### src/rtl/spwm_bridge.sv
module spwm_bridge #(
  parameter int DIV      = 4,
  parameter int CAR_LEN  = 4,
  parameter int SIN_MULT = 16
) (
  input  logic        clk,
  input  logic        rst_n,
  input  logic [31:0] mod_index,
  output logic        gate_ap,
  output logic        gate_an,
  output logic        gate_bp,
  output logic        gate_bn
);
  localparam int SIN_LEN = CAR_LEN * SIN_MULT;
  localparam int CAW = $clog2(CAR_LEN);
  localparam int SAW = $clog2(SIN_LEN);
  localparam int DCW = (DIV > 1) ? $clog2(DIV) : 1;

  function automatic int car_val(int i);
    int h, d;
    h = CAR_LEN / 2;
    d = (i < h) ? i : CAR_LEN - i;
    return (255 * d) / h;
  endfunction

  function automatic int sin_val(int k);
    int h, j, u, mag;
    h = SIN_LEN / 2;
    j = (k < h) ? k : k - h;
    u = j * (h - j);
    mag = (2032 * u) / (5 * h * h - 4 * u);
    return (k < h) ? mag : -mag;
  endfunction

  logic [7:0]        car_rom [CAR_LEN];
  logic signed [7:0] sin_rom [SIN_LEN];

  for (genvar g = 0; g < CAR_LEN; g++) begin : g_car
    assign car_rom[g] = 8'(car_val(g));
  end
  for (genvar g = 0; g < SIN_LEN; g++) begin : g_sin
    assign sin_rom[g] = 8'(sin_val(g));
  end

  logic [DCW-1:0] div_cnt;
  logic           tick;
  logic [CAW-1:0] car_addr;
  logic [SAW-1:0] sin_addr;

  assign tick = (div_cnt == DCW'(DIV - 1));

  always_ff @(posedge clk or negedge rst_n) begin
    if (!rst_n) begin
      div_cnt  <= '0;
      car_addr <= '0;
      sin_addr <= '0;
    end else begin
      div_cnt <= tick ? '0 : div_cnt + 1'b1;
      if (tick) begin
        car_addr <= (car_addr == CAW'(CAR_LEN - 1)) ? '0 : car_addr + 1'b1;
        sin_addr <= (sin_addr == SAW'(SIN_LEN - 1)) ? '0 : sin_addr + 1'b1;
      end
    end
  end

  logic [7:0]  exp_f;
  logic [31:0] sig_x255;
  logic [8:0]  shamt;
  logic [7:0]  m_code;

  assign exp_f    = mod_index[30:23];
  assign sig_x255 = {8'd0, 1'b1, mod_index[22:0]} * 32'd255;
  assign shamt    = 9'd150 - {1'b0, exp_f};

  always_comb begin
    if (mod_index[31] || exp_f == 8'd0) m_code = 8'd0;
    else if (exp_f >= 8'd127)           m_code = 8'd255;
    else if (shamt >= 9'd32)            m_code = 8'd0;
    else                                m_code = 8'(sig_x255 >> shamt[4:0]);
  end

  logic [7:0]        car_q;
  logic signed [7:0] sin_q;
  logic [7:0]        m_q;

  always_ff @(posedge clk or negedge rst_n) begin
    if (!rst_n) begin
      car_q <= '0;
      sin_q <= '0;
      m_q   <= '0;
    end else begin
      car_q <= car_rom[car_addr];
      sin_q <= sin_rom[sin_addr];
      m_q   <= m_code;
    end
  end

  logic signed [16:0] prod_s;
  logic signed [8:0]  p_s;
  logic signed [9:0]  ref_a, ref_b, car_s;

  assign prod_s = 17'(sin_q) * $signed({9'd0, m_q});
  assign p_s    = prod_s[16:8];
  assign ref_a  = 10'sd128 + 10'(p_s);
  assign ref_b  = 10'sd128 - 10'(p_s);
  assign car_s  = $signed({2'b00, car_q});

  always_ff @(posedge clk or negedge rst_n) begin
    if (!rst_n) begin
      gate_ap <= 1'b0;
      gate_an <= 1'b1;
      gate_bp <= 1'b0;
      gate_bn <= 1'b1;
    end else begin
      gate_ap <= ref_a >  car_s;
      gate_an <= ref_a <= car_s;
      gate_bp <= ref_b >  car_s;
      gate_bn <= ref_b <= car_s;
    end
  end

  AST_ADDR_HOLD: assert property (@(posedge clk) disable iff (!rst_n)
    !tick |=> ($stable(car_addr) && $stable(sin_addr)));
  AST_CAR_WRAP: assert property (@(posedge clk) disable iff (!rst_n)
    (tick && car_addr == CAW'(CAR_LEN - 1)) |=> (car_addr == '0));
  AST_ADDR_ALIGN: assert property (@(posedge clk) disable iff (!rst_n)
    (int'(sin_addr) % CAR_LEN) == int'(car_addr));
  AST_NEG_INDEX: assert property (@(posedge clk) disable iff (!rst_n)
    mod_index[31] |=> (m_q == 8'd0));
  AST_FULL_INDEX: assert property (@(posedge clk) disable iff (!rst_n)
    (!mod_index[31] && mod_index[30:23] >= 8'd127) |=> (m_q == 8'd255));
  AST_ZERO_INDEX: assert property (@(posedge clk) disable iff (!rst_n)
    (m_q == 8'd0) |=> (gate_ap == gate_bp));
endmodule

### config.mk
export PLATFORM = sky130hd
export DESIGN_NAME = spwm_bridge
export DESIGN_NICKNAME = d
export VERILOG_FILES = /design/src/rtl/spwm_bridge.sv
export SDC_FILE = /design/constraint.sdc
export NUM_CORES = 1
export LEC_CHECK = 0
export ABC_AREA = 0
export CAP_MARGIN = 20
export CORE_MARGIN = 8
export CORE_UTILIZATION = 45
export CTS_CLUSTER_SIZE = 25
export DETAILED_ROUTE_END_ITERATION = 8
export PLACE_DENSITY = 0.66
export SYNTH_ARGS = -nofsm -noshare
export SYNTH_HDL_FRONTEND = slang
export SYNTH_SLANG_ARGS = --single-unit
### constraint.sdc
create_clock -name clk -period 8.95 [get_ports clk]
set_input_delay 1.79 -clock clk [delete_from_list [all_inputs] [get_ports clk]]
set_output_delay 1.79 -clock clk [all_outputs]
set_load 0.01 [all_outputs]
[After elaboration in Yosys (flattened, before gate mapping)]
Memory sizes are Yosys's and may differ from the RTL's. A register that Yosys moved wholly into a read port is not among the register bits.
Cells that the tools add are included.
Word-level totals
  ROM bits: 512
  memories: 1
  register bits: 30
  output and inout port bits: 4
Cells by class
  multipliers: 2
  eq/ne operators: 3
  multiplexer cells: 9
  reductions and logical operators: 3
  order comparisons: 7
  shift-type cells: 1
  bitwise logic cells: 2
  $add $sub $neg: 6
Memory list
  (name not given): words 64, bits a word 8, read ports 1, clocked after Yosys merged registers in 1, write ports 0, RTL line 93  | sin_q <= sin_rom[sin_addr];
Operators with widths (count)
  2-to-1 mux 8 bit: 5
  multiplier 24 x 8 -> 32 bit (second input constant): 1
  right shift 32 x 5 -> 8 bit: 1
  > comparator 10 x 9 -> 1 bit: 2
  <= comparator 10 x 9 -> 1 bit: 2
  multiplier 8 x 9 -> 17 bit: 1
  binary-select mux 8 bit (select 2 bit): 1
  adder 9 x 9 -> 10 bit (first input constant): 1
  subtractor 9 x 9 -> 10 bit (first input constant): 1
  greater-or-equal comparator 9 x 6 -> 1 bit (second input constant): 1
  subtractor 8 x 8 -> 9 bit (first input constant): 1
  greater-or-equal comparator 8 x 7 -> 1 bit (second input constant): 1
  zero test 8 bit: 1
  inverter 6 -> 7 bit: 1
  adder 6 x 1 -> 6 bit (second input constant): 1
  == test 6 bit (second input constant): 1
  2-to-1 mux 6 bit: 1
  adder 2 x 1 -> 2 bit (second input constant): 2
  == test 2 bit (second input constant): 2
  2-to-1 mux 2 bit: 2
  greater-or-equal comparator 3 bit (second input constant): 1
  inverter 2 -> 3 bit: 1
  zero test 1 bit: 1
  logical OR 1 bit: 1

[Longest topological paths before layout]
  depth in word-level cells: 5
  gate-level depth with buffers: 25
  mapped depth without buffers: 25

[Worst setup path after synthesis]
OpenSTA, ideal clock, no wires.
  kind: input to register
  start point: input port mod_index[8]
  end point: register m_q[1]
  path slack: 2.145 ns
  library setup time: 0.120 ns
  data arrival time: 6.685 ns
  stages on the path: 16
  path through: fa_1 > inv_1 > fa_1 > fa_1 > fa_1 > inv_1 > ha_1 > clkbuf_1 > nand4_1 > or4_4 > a311oi_4 > xor2_2 > a32o_2 > a211o_1 > a311o_1 > a41o_1
Between the ends
  word-level cells in the longest chain between the ends: 5
RTL lines
  start, declared: RTL line 8  | input logic [31:0] mod_index,
  multiplier 24 x 8 -> 32 bit: RTL line 72  | assign sig_x255 = {8'd0, 1'b1, mod_index[22:0]} * 32'd255;
  right shift 32 x 5 -> 8 bit: RTL line 79  | else m_code = 8'(sig_x255 >> shamt[4:0]);
  2-to-1 mux 8 bit: RTL line 78  | else if (shamt >= 9'd32) m_code = 8'd0;
  2-to-1 mux 8 bit: RTL line 77  | else if (exp_f >= 8'd127) m_code = 8'd255;
  2-to-1 mux 8 bit: RTL line 76  | if (mod_index[31] || exp_f == 8'd0) m_code = 8'd0;
  named net m_code[1]: RTL line 69  | logic [7:0] m_code;
  end signal, assigned: RTL line 94  | m_q <= m_code;
  end, declared: RTL line 84  | logic [7:0] m_q;
The timed path passes the listed nets, and every way through them passes these cells.
A chain may end at the register's enable or synchronous reset.

[Worst setup path after layout]
  start point: input port mod_index[2]
  end point: register m_q[1]
The elaborated chain is that of the path after synthesis.

==> flow_metrics.py <==
metrics = {
    "worst_setup_path": {
        "crit_path_end_kind": "register",
        "crit_buf_inv": 3,
        "r2r_cells": 20,
        "critical_path_depth": 17,
        "crit_chain": "clkdlybuf4s50_1 > fa_1 > fa_1 > inv_1 > fa_1 > fa_1 > inv_1 > ha_1 > o211ai_2 > o21a_1 > or4_4 > a311oi_4 > xor2_2 > a32o_2 > a211o_1 > a311o_1 > a41o_1",
        "cp_max_fo": 5,
        "cpMostUsedCell": "fa_1",
        "max_stage_delay_ns": 0.62,
        "crit_type": "in -> reg",
        "cp.required_ns": 9.12,
        "cp_slowest_cell": "clkdlybuf4s50_1",
        "start_kind": "input pin",
        "arrival_ns": 7.55,
        "crit_family": "adder cells",
    },
    "clocking": {
        "cts-buffers-inserted": 5,
        "clk_latency_ns": 0.27,
        "htree_levels": 2,
        "cts_sinks": 32,
        "clock-root-buffer": "clkbuf_16",
        "clk_pin_slew_ns": 0.05,
        "cts_hold_buf": 0,
        "post_cts_buffers": 0,
        "clockBufferDepth": 2,
        "post_cts_resized": 0,
        "cts_tree": "done",
    },
    "global_route": {
        "grt_pass1_wl_um": 43900,
        "grt.total_usage": 0.177,
        "antenna_found_initial": 0,
        "grt_pass1_vias": 9231,
        "grt_overflow": 0,
        "grt_max_degree": 41,
    },
    "logic_synthesis": {
        "synthArstFlopShare": 1.00,
        "synth-edff-count": 0,
        "synthFlopType": "dfrtp_1",
        "synth-xor-area-share": 0.0449,
        "synth_cells": 1292,
        "synth_simple_gate_area_frac": 0.162,
        "synth-seq-cells": 32,
        "netlist-cell-type-count": 83,
        "yosys-top-cells-area": "fa_1 (26%), ha_1 (14%), inv_1 (7.5%), dfrtp_1 (6.9%), nand2_1 (3.9%)",
        "synth_nets": 1590,
        "synth.avg_cell_area_um2": 8.43,
        "synth_top_family_by_area": "adder cells",
        "synth_top_area_frac": 0.261,
        "ys_warn_count": 0,
        "netlist_area_um2": 10900,
        "synthAdderAreaFrac": 0.401,
        "synth_top_area_cell": "fa_1",
        "ys_seq_area_frac": 0.0738,
        "synth_compound_area_frac": 0.176,
        "synth_mux_area_frac": 0.0478,
    },
    "run_status": {
        "status": "finished clean",
    },
    "flow_run": {
        "maxCapViolations": 0,
    },
    "routing": {
        "wire_per_inst_um": 15.7,
        "dr.pass1.iters": 5,
        "vias": 9123,
        "drc": 0,
        "avgViaCountPerCell": 5.64,
        "wl_um": 25400,
        "drt_iter0_drc": 725,
        "ant_nets": 0,
    },
    "timing": {
        "tightest_slew_ns": 1.02,
        "period_needed_ns": 7.39,
        "final_hold_viol_count": 0,
        "slew_violations": 0,
        "maxSlewHeadroom": 0.321,
        "setup_violations": 0,
        "final.setup_skew_ns": 0.00248,
        "fin_tns_setup_ns": 0,
        "fin_crit_sh": 0.825,
        "timing.fmax_mhz": 135,
        "rsz0062_at_grt": "false",
    },
    "layout": {
        "mostFrequentLayoutCells": "inv_1 (217), fa_1 (142), ha_1 (122)",
        "layout.nets": 1591,
        "n_fill_cell": 2377,
        "antenna_cells": 0,
        "area_growth_syn_to_layout_pct": 7.46,
        "final_layout_size_suffix_gt1_frac": 0.0448,
        "layout_commonest_cell": "inv_1",
    },
    "die": {
        "rows": 57,
        "die_w_um": 172,
        "fp.dieArea_um2": 29400,
        "start_util": 0.453,
        "ios": 38,
        "die_y_um": 172,
        "fp.coreArea_um2": 24000,
    },
    "placement": {
        "dp_hpwl_um": 21300,
        "io_buffers": 37,
        "gp_congestion": 0.915,
    },
    "worst_hold_path": {
        "min_path_type": "reg -> reg",
        "hold_path_depth": 1,
    },
}
per-stage QoR:
stage | cell area (um^2) | utilization | hold slack [ns] | instances | worst slack (ns)
2_1_floorplan | 10900 | - | 0.403 | 1292 | 2.14
3_3_place_gp | 11500 | 0.479 | 0.414 | 1610 | 1.35
3_5_place_dp | 11500 | 0.479 | 0.429 | 1610 | 1.29
4_1_cts | 11700 | 0.487 | 0.436 | 1618 | 1.58
5_1_grt | 11700 | 0.487 | 0.443 | 1618 | 1.25
6_report | 11700 | 0.487 | 0.433 | 1618 | 1.56
final timing paths:
kind                               from           to  slack, ns
min in group asynchronous         rst_n  car_addr[0]       1.91
hold reg to reg              div_cnt[0]   div_cnt[0]       0.43
setup / recovery           mod_index[2]       m_q[1]       1.56
hold / removal               div_cnt[0]   div_cnt[0]       0.43
setup reg to reg                 m_q[0]      gate_bp       2.59
max in group asynchronous         rst_n      gate_an       6.71
registers in the layout, indices dropped and copies added (netlist names):
signal,cells
gate_an,1
sin_addr,6
sin_q,8
div_cnt,2
car_q,2
car_addr,2
m_q,8
gate_bp,1
gate_bn,1
gate_ap,1
area by class of cell:
class                           count  area [um^2]  share of cell area
Multi-Input combinational cell    992         9070               0.775
Clock buffer                        7          153              0.0130
Inverter                          219          822              0.0703
Clock inverter                      1         30.0             0.00257
Timing Repair Buffer               43          415              0.0355
Tap cell                          324          405              0.0347
Sequential cell                    32          803              0.0687
Yosys cell counts, types with 12 or more instances:
library cell	instances
a21o_1	17
a21oi_1	70
a31oi_1	19
and2_1	35
buf_2	12
clkbuf_1	31
dfrtp_1	30
fa_1	142
ha_1	122
inv_1	217
mux2i_1	16
mux4_2	14
nand2_1	112
nand2b_1	14
nand3_1	32
nand4_1	14
nor2_1	78
nor3_1	20
o211ai_1	12
o21ai_0	45
xnor2_1	37
xor2_1	17
routing by layer:
| metal | vias to the layer above | track usage | part of all wire |
|---|---|---|---|
| met2 | 242 | 0.300 | 0.48 |
| met4 | 0 | 0.0507 | 0.021 |
| li1 | 4394 | - | - |
| met1 | 4443 | 0.242 | 0.47 |
| met5 | - | 0 | 0 |
| met3 | 44 | 0.0119 | 0.033 |
kinds of logic (layout without fill, tap and decap cells):
kind of cell / after synthesis / in the layout
fa+ha+maj: 264 / 264
buf+inv: 268 / 270
xor+xnor: 55 / 55
simple gates: 360 / 360
mux: 34 / 34
compound gates: 279 / 279
flops: 32 / 32
Power is left out: the tool's default activity adds up to more than one toggle a clock period on the data nets, which glitch-free logic cannot reach.
